$ cat config.mk
export PLATFORM = sky130hd
export DESIGN_NAME = i2c_cmd_queue
export DESIGN_NICKNAME = d
export VERILOG_FILES = /design/src/rtl/icq_pkg.sv /design/src/rtl/icq_fifo.sv /design/src/rtl/icq_regs.sv /design/src/rtl/i2c_cmd_queue.sv
export SDC_FILE = /design/constraint.sdc
export NUM_CORES = 1
export LEC_CHECK = 0
export ABC_AREA = 1
export BUFFER_PORTS_ARGS = -buffer_cell sky130_fd_sc_hd__buf_2
export CAP_MARGIN = 5
export CORE_UTILIZATION = 50
export CTS_CLUSTER_SIZE = 8
export DETAILED_ROUTE_END_ITERATION = 6
export MAX_ROUTING_LAYER = met4
export PLACE_DENSITY = 0.71
export RECOVER_POWER = 25
export SLEW_MARGIN = 15
export SYNTH_ARGS = -nofsm -noshare
export SYNTH_HDL_FRONTEND = slang
export SYNTH_SLANG_ARGS = --single-unit
$ cat constraint.sdc
create_clock -name clk -period 6.15 [get_ports clk]
set_clock_uncertainty 0.1 [all_clocks]
set_input_delay 1.5375 -clock clk [delete_from_list [all_inputs] [get_ports clk]]
set_output_delay 1.5375 -clock clk [all_outputs]
set_load 0.005 [all_outputs]
$ cat src/rtl/icq_pkg.sv
`timescale 1ns/1ps
package icq_pkg;
  localparam int unsigned REG_DW   = 32;
  localparam int unsigned REG_AW   = 8;
  localparam int unsigned CMD_W    = 10;
  localparam int unsigned BYTE_W   = 8;
  // register offsets
  localparam logic [REG_AW-1:0] OFS_DATA   = 8'h10;
  localparam logic [REG_AW-1:0] OFS_RX_THR = 8'h38;
  localparam logic [REG_AW-1:0] OFS_TX_THR = 8'h3C;
  localparam logic [REG_AW-1:0] OFS_ENABLE = 8'h6C;
  localparam logic [REG_AW-1:0] OFS_TX_LVL = 8'h74;
  localparam logic [REG_AW-1:0] OFS_RX_LVL = 8'h78;
endpackage

$ cat src/rtl/icq_fifo.sv
`timescale 1ns/1ps
module icq_fifo #(
  parameter int unsigned WIDTH = 8,
  parameter int unsigned DEPTH = 8
) (
  input  logic                         clk,
  input  logic                         rst_n,
  input  logic                         flush,
  input  logic                         push,
  input  logic [WIDTH-1:0]             wdata,
  input  logic                         pop,
  output logic [WIDTH-1:0]             rdata,
  output logic [$clog2(DEPTH+1)-1:0]   level,
  output logic                         full,
  output logic                         empty
);
  localparam int unsigned PW = (DEPTH > 1) ? $clog2(DEPTH) : 1;
  localparam int unsigned LW = $clog2(DEPTH + 1);
  localparam logic [PW-1:0] LAST = PW'(DEPTH - 1);

  logic [WIDTH-1:0] mem_q [DEPTH];
  logic [PW-1:0]    wr_q, wr_d, rd_q, rd_d;
  logic [LW-1:0]    lvl_q, lvl_d;
  logic             do_push, do_pop;

  assign full    = (lvl_q == LW'(DEPTH));
  assign empty   = (lvl_q == '0);
  assign do_push = push & ~full & ~flush;
  assign do_pop  = pop & ~empty & ~flush;
  assign rdata   = mem_q[rd_q];
  assign level   = lvl_q;

  always_comb begin
    wr_d  = wr_q;
    rd_d  = rd_q;
    lvl_d = lvl_q;
    if (flush) begin
      wr_d  = '0;
      rd_d  = '0;
      lvl_d = '0;
    end else begin
      if (do_push) wr_d = (wr_q == LAST) ? '0 : wr_q + 1'b1;
      if (do_pop)  rd_d = (rd_q == LAST) ? '0 : rd_q + 1'b1;
      case ({do_push, do_pop})
        2'b10:   lvl_d = lvl_q + 1'b1;
        2'b01:   lvl_d = lvl_q - 1'b1;
        default: lvl_d = lvl_q;
      endcase
    end
  end

  always_ff @(posedge clk or negedge rst_n) begin
    if (!rst_n) begin
      wr_q  <= '0;
      rd_q  <= '0;
      lvl_q <= '0;
    end else begin
      wr_q  <= wr_d;
      rd_q  <= rd_d;
      lvl_q <= lvl_d;
    end
  end

  always_ff @(posedge clk) begin
    if (do_push) mem_q[wr_q] <= wdata;
  end

  // level never leaves 0..DEPTH
  p_level_bound_r3: assert property (@(posedge clk) disable iff (!rst_n)
    lvl_q <= LW'(DEPTH));
  // a flush leaves the queue empty
  p_flush_empty_r8: assert property (@(posedge clk) disable iff (!rst_n)
    flush |=> (lvl_q == '0));
  // a push into a full queue does not change the level
  p_full_hold_r5: assert property (@(posedge clk) disable iff (!rst_n)
    (full && push && !pop && !flush) |=> (lvl_q == LW'(DEPTH)));
endmodule

$ cat src/rtl/icq_regs.sv
`timescale 1ns/1ps
module icq_regs
  import icq_pkg::*;
#(
  parameter int unsigned LW = 4
) (
  input  logic              clk,
  input  logic              rst_n,
  input  logic              req,
  input  logic              we,
  input  logic [REG_AW-1:0] addr,
  input  logic [REG_DW-1:0] wdata,
  output logic [REG_DW-1:0] rdata,
  input  logic [LW-1:0]     tx_level,
  input  logic [LW-1:0]     rx_level,
  input  logic              tx_full,
  input  logic              rx_empty,
  input  logic [BYTE_W-1:0] rx_head,
  output logic              en,
  output logic [LW-1:0]     tx_thr,
  output logic [LW-1:0]     rx_thr,
  output logic              push_tx,
  output logic [CMD_W-1:0]  push_word,
  output logic              pop_rx,
  output logic              ev_tx_over,
  output logic              ev_rx_under
);
  logic          en_q, en_d;
  logic [LW-1:0] txt_q, txt_d, rxt_q, rxt_d;
  logic          txo_q, txo_d, rxu_q, rxu_d;
  logic          wr_acc, rd_acc;
  logic          unused_wdata;

  assign wr_acc       = req & we;
  assign rd_acc       = req & ~we;
  assign push_tx      = wr_acc & (addr == OFS_DATA) & en_q;
  assign pop_rx       = rd_acc & (addr == OFS_DATA) & en_q;
  assign push_word    = wdata[CMD_W-1:0];
  assign unused_wdata = ^wdata[REG_DW-1:CMD_W];

  always_comb begin
    en_d  = en_q;
    txt_d = txt_q;
    rxt_d = rxt_q;
    if (wr_acc && addr == OFS_ENABLE) en_d  = wdata[0];
    if (wr_acc && addr == OFS_TX_THR) txt_d = wdata[LW-1:0];
    if (wr_acc && addr == OFS_RX_THR) rxt_d = wdata[LW-1:0];
    txo_d = push_tx & tx_full;
    rxu_d = pop_rx & rx_empty;
  end

  always_ff @(posedge clk or negedge rst_n) begin
    if (!rst_n) begin
      en_q  <= 1'b0;
      txt_q <= '0;
      rxt_q <= '0;
      txo_q <= 1'b0;
      rxu_q <= 1'b0;
    end else begin
      en_q  <= en_d;
      txt_q <= txt_d;
      rxt_q <= rxt_d;
      txo_q <= txo_d;
      rxu_q <= rxu_d;
    end
  end

  always_comb begin
    rdata = '0;
    case (addr)
      OFS_DATA:   rdata = (en_q && !rx_empty) ? REG_DW'(rx_head) : '0;
      OFS_RX_THR: rdata = REG_DW'(rxt_q);
      OFS_TX_THR: rdata = REG_DW'(txt_q);
      OFS_ENABLE: rdata = REG_DW'(en_q);
      OFS_TX_LVL: rdata = REG_DW'(tx_level);
      OFS_RX_LVL: rdata = REG_DW'(rx_level);
      default:    rdata = '0;
    endcase
  end

  assign en          = en_q;
  assign tx_thr      = txt_q;
  assign rx_thr      = rxt_q;
  assign ev_tx_over  = txo_q;
  assign ev_rx_under = rxu_q;

  // an underrun pulse only follows an empty receive queue
  p_under_r6: assert property (@(posedge clk) disable iff (!rst_n)
    rxu_q |-> $past(rx_empty));
endmodule

$ cat src/rtl/i2c_cmd_queue.sv
`timescale 1ns/1ps
module i2c_cmd_queue
  import icq_pkg::*;
#(
  parameter int unsigned DEPTH = 8
) (
  input  logic        clk,
  input  logic        rst_n,
  input  logic        reg_req,
  input  logic        reg_we,
  input  logic [7:0]  reg_addr,
  input  logic [31:0] reg_wdata,
  output logic [31:0] reg_rdata,
  output logic        cmd_valid,
  input  logic        cmd_ready,
  output logic [9:0]  cmd_data,
  input  logic        rx_valid,
  output logic        rx_ready,
  input  logic [7:0]  rx_data,
  input  logic        abort,
  output logic        st_tx_low,
  output logic        st_rx_high,
  output logic        ev_tx_over,
  output logic        ev_rx_under,
  output logic        ev_rx_over
);
  localparam int unsigned LW = $clog2(DEPTH + 1);

  logic              en, flush;
  logic [LW-1:0]     tx_level, rx_level, tx_thr, rx_thr;
  logic              tx_full, tx_empty, rx_full, rx_empty;
  logic              push_tx, pop_rx, take_cmd, push_rx;
  logic [CMD_W-1:0]  push_word;
  logic [BYTE_W-1:0] rx_head;
  logic              rxo_q, rxo_d;

  assign flush    = abort | ~en;
  assign take_cmd = cmd_valid & cmd_ready;
  assign push_rx  = rx_valid & en;
  assign rx_ready = 1'b1;

  icq_regs #(.LW(LW)) u_regs (
    .clk(clk), .rst_n(rst_n),
    .req(reg_req), .we(reg_we), .addr(reg_addr), .wdata(reg_wdata), .rdata(reg_rdata),
    .tx_level(tx_level), .rx_level(rx_level), .tx_full(tx_full), .rx_empty(rx_empty),
    .rx_head(rx_head), .en(en), .tx_thr(tx_thr), .rx_thr(rx_thr),
    .push_tx(push_tx), .push_word(push_word), .pop_rx(pop_rx),
    .ev_tx_over(ev_tx_over), .ev_rx_under(ev_rx_under)
  );

  icq_fifo #(.WIDTH(CMD_W), .DEPTH(DEPTH)) u_txq (
    .clk(clk), .rst_n(rst_n), .flush(flush),
    .push(push_tx), .wdata(push_word), .pop(take_cmd), .rdata(cmd_data),
    .level(tx_level), .full(tx_full), .empty(tx_empty)
  );

  icq_fifo #(.WIDTH(BYTE_W), .DEPTH(DEPTH)) u_rxq (
    .clk(clk), .rst_n(rst_n), .flush(flush),
    .push(push_rx), .wdata(rx_data), .pop(pop_rx), .rdata(rx_head),
    .level(rx_level), .full(rx_full), .empty(rx_empty)
  );

  assign cmd_valid  = en & ~tx_empty;
  assign st_tx_low  = (tx_level <= tx_thr);
  assign st_rx_high = (rx_level > rx_thr);

  always_comb rxo_d = push_rx & rx_full & ~abort;

  always_ff @(posedge clk or negedge rst_n) begin
    if (!rst_n) rxo_q <= 1'b0;
    else        rxo_q <= rxo_d;
  end
  assign ev_rx_over = rxo_q;

  // while disabled both queues drain to empty
  p_disabled_empty_r9: assert property (@(posedge clk) disable iff (!rst_n)
    !en |=> (tx_level == '0 && rx_level == '0));
  // overrun pulse only after a full transmit queue
  p_tx_over_r5: assert property (@(posedge clk) disable iff (!rst_n)
    ev_tx_over |-> $past(tx_full));
  // receive overrun only after a full receive queue
  p_rx_over_r7: assert property (@(posedge clk) disable iff (!rst_n)
    ev_rx_over |-> $past(rx_full));
  // a stalled word is held stable
  p_cmd_hold_r2: assert property (@(posedge clk) disable iff (!rst_n)
    (cmd_valid && !cmd_ready && !abort) |=> (!en || (cmd_valid && $stable(cmd_data))));
endmodule

==> flow_metrics.tcl <==
set metrics [dict create \
    status "complete, no violations" \
    area_growth_pct 12.1 \
    tns_ns 0 \
    track_usage 0.221 \
    overflow 0 \
    fin_crit_sh 0.776 \
    syn_inst 734 \
    synth.area.top_cells "edfxtp_1 54%, dfrtp_1 10%, nor2_1 6.3%" \
    wl_met1_mm 6.89 \
    via_per_inst 5.40 \
    worst_slack_ns 1.38 \
    fin_util 0.582 \
    final_max_slew_viol_count 0 \
    die_h_um 129 \
    clk_pin_slew_worst_paths_ns 0.07 \
    synth_edf_count 144 \
    top_layer "met4" \
    initial_utilization 0.519 \
    clockBufferDepth 2 \
    antenna_cells 0 \
    cts_root_buf "clkbuf_16" \
    post-dp-hpwl_mm 10.7 \
    p_int_w 0.00184 \
    postCtsSetupRepairBufs 0 \
    ant_nets 0 \
    final_layout_size_suffix_gt1_frac 0.133 \
    slew_headroom 0.252 \
    yosysUniqueCellTypes 43 \
    routabilityCongestion 0.869 \
    htree_levels 4 \
    p_seq_frac 0.545 \
    first_pass_iters 5 \
    dr_wl_met3_um 849 \
    critPathArrivalTime_ns 3.13 \
    ys.warnings.count 0 \
    num_vias 5490 \
    final_cells 1017 \
    power.total_w 0.00237 \
    setup_viol 0 \
    clock-sinks 176 \
    r2r_slack_ns 3.45 \
    grt_antenna_before_repair 0 \
    placed_cells 985 \
    die-width_um 129 \
    synth_area_leader_cell "edfxtp_1" \
    clockPowerShare 0.435 \
    synth_commonest_cells "144 x edfxtp_1, 135 x nor2_1, 100 x o21ai_0" \
    critPathKind "input port to output port" \
    fin_nets 868 \
    power_density_nw_per_um2 264 \
    cts.repair.resized 0 \
    worstPathRequired_ns 4.51 \
    cts-buffers-inserted 17 \
    finalCriticalPeriod_ns 4.77 \
    p_comb_frac 0.020 \
    routed_wl_mm 16.5 \
    p_sw_frac 0.222 \
    ys_seq_area_frac 0.640 \
    finalHoldViolations 0 \
    first_iter_violations 331 \
    ctsHoldBuffers 0 \
    rsz0062_at_grt "false" \
    async_flop_share 0.182 \
    cts_tree "built" \
    wl_per_cell_um 16.3 \
    netlist_area_um2 8010 \
    rows 45 \
    placement.io_buffers 56 \
    netSwitchingPower_w 0.000528 \
    synth.avg_cell_area_um2 10.9 \
    drc 0 \
    synth_ff_type "edfxtp_1" \
    clk_latency_ns 0.42 \
    synth_most_common_cell "edfxtp_1" \
    peakVddDrop_mv 0.186 \
    num-fill-cells 1270 \
    place_ws_ns 1.34 \
    io-pin-count 104 \
    worstPathMaxFanout 8 \
    fp.dieArea_um2 16500 \
    grt_pass1_vias 5267 \
    yosys.area.top_type_share 0.540 \
    leakagePower_nw 3.48 \
    dr_wl_met2_mm 8.56 \
    drv_cap 0 \
    fmax_mhz 210 \
    hp-class "flip-flop to flip-flop" \
    cp-start-kind "input port" \
    grt_first_pass_wirelength_mm 26.6 \
    tightest_slew_ns 1.12 \
    core_region_area_um2 15400 \
    grt_max_degree 43 \
    ys_seq_elements 176 \
    end_kind "output port" \
]
## kinds of logic (layout without fill, tap and decap cells)
| kind of cell | count (synthesis) | in the layout | synth area share |
|---|---|---|---|
| and+or+nand+nor | 274 | 274 | 0.151 |
| DFF | 176 | 176 | 0.640 |
| AOI/OAI and AO/OA | 154 | 154 | 0.110 |
| buffers and inverters | 104 | 153 | 0.0618 |
| adders and majority gates | 20 | 20 | 0.0322 |
| other | 2 | 25 | 0.000937 |
| xor gates and xnor gates | 2 | 2 | 0.00219 |
| muxes | 2 | 2 | 0.00250 |
## through the flow
step                hold WS [ns]  cell area (µm²)
global placement           0.380             8430
global route               0.446             8980
CTS                        0.401             9000
detailed placement         0.385             8430
finish                     0.399             8980
floorplan                  0.353             8100
## power groups by stage
| stage | registers, W | logic (W) | clock network [W] |
|---|---|---|---|
| detailed placement | 0.00132 | 0.0000490 | 0 |
| global placement | 0.00132 | 0.0000457 | 0 |
| finish | 0.00129 | 0.0000477 | 0.00103 |
| global route | 0.00129 | 0.0000549 | 0.00109 |
| CTS | 0.00129 | 0.0000492 | 0.00104 |
| floorplan | 0.00132 | 0.0000281 | 0 |
## worst max-delay path, cell delays in order
cell and delay (ns):
buf_2 0.10, nor2_2 0.13, nand2_1 0.10, nor2_4 0.19, nand2_2 0.11, a21oi_2 0.41
o21ai_0 0.19, a31oi_1 0.21, buf_2 0.14
## metal layers
metal,GRT usage,up-vias
li1,-,2648
met1,0.266,2663
met2,0.376,155
met3,0.0378,24
met4,0.0747,0
met5,-,-
## final timing paths
kind | endpoint | cells after the start | startpoint
max | reg_rdata[5] | 9 | reg_addr[1]
max reg2reg | u_rxq.mem_q[3][3] | 6 | u_regs.en
min | u_regs.rx_thr[3] | 2 | u_regs.rx_thr[3]
min in group asynchronous | u_rxq.level[0] | 1 | rst_n
min reg2reg | u_regs.rx_thr[3] | 2 | u_regs.rx_thr[3]
max in group asynchronous | u_txq.rd_q[2] | 1 | rst_n
## cell usage in the layout (no fill, tap or decap), types with 3 or more instances in the layout
cell       instances
nand3_1           24
conb_1            25
ha_1              19
nand2_2            5
buf_4             10
dfrtp_1           32
nor2_4             3
nor2_2             3
o21ai_0          100
clkinv_4           3
nor2_1           135
clkbuf_1          14
a21oi_1            4
o22ai_1           17
nand4_1            4
inv_8              6
nand2_1           77
a31oi_1           11
and3_1             3
edfxtp_1         144
buf_2             43
inv_1             51
o221ai_1          11
o21ai_1            3
clkbuf_16         17
nor3_1            12
## cell type report
class | count | area (µm²) | share of cell area
repair buffers | 66 | 339 | 0.0377
multi-input cells | 477 | 2480 | 0.276
clock buffers | 18 | 429 | 0.0478
inverters | 55 | 208 | 0.0231
clock inverters | 14 | 140 | 0.0156
well taps | 211 | 264 | 0.0294
flip-flops and latches | 176 | 5120 | 0.571
## registers in the layout (all words and copies together), names as in the netlist
register            flops
u_txq.wr_q              3
ev_rx_over              1
u_regs.ev_rx_under      1
u_regs.tx_thr           4
u_rxq.wr_q              3
u_regs.rx_thr           4
u_rxq.mem_q            64
u_regs.ev_tx_over       1
u_rxq.level             4
u_txq.level             4
u_txq.mem_q            80
u_txq.rd_q              3
u_regs.en               1
u_rxq.rd_q              3
Power figures use the tool's default switching activity.
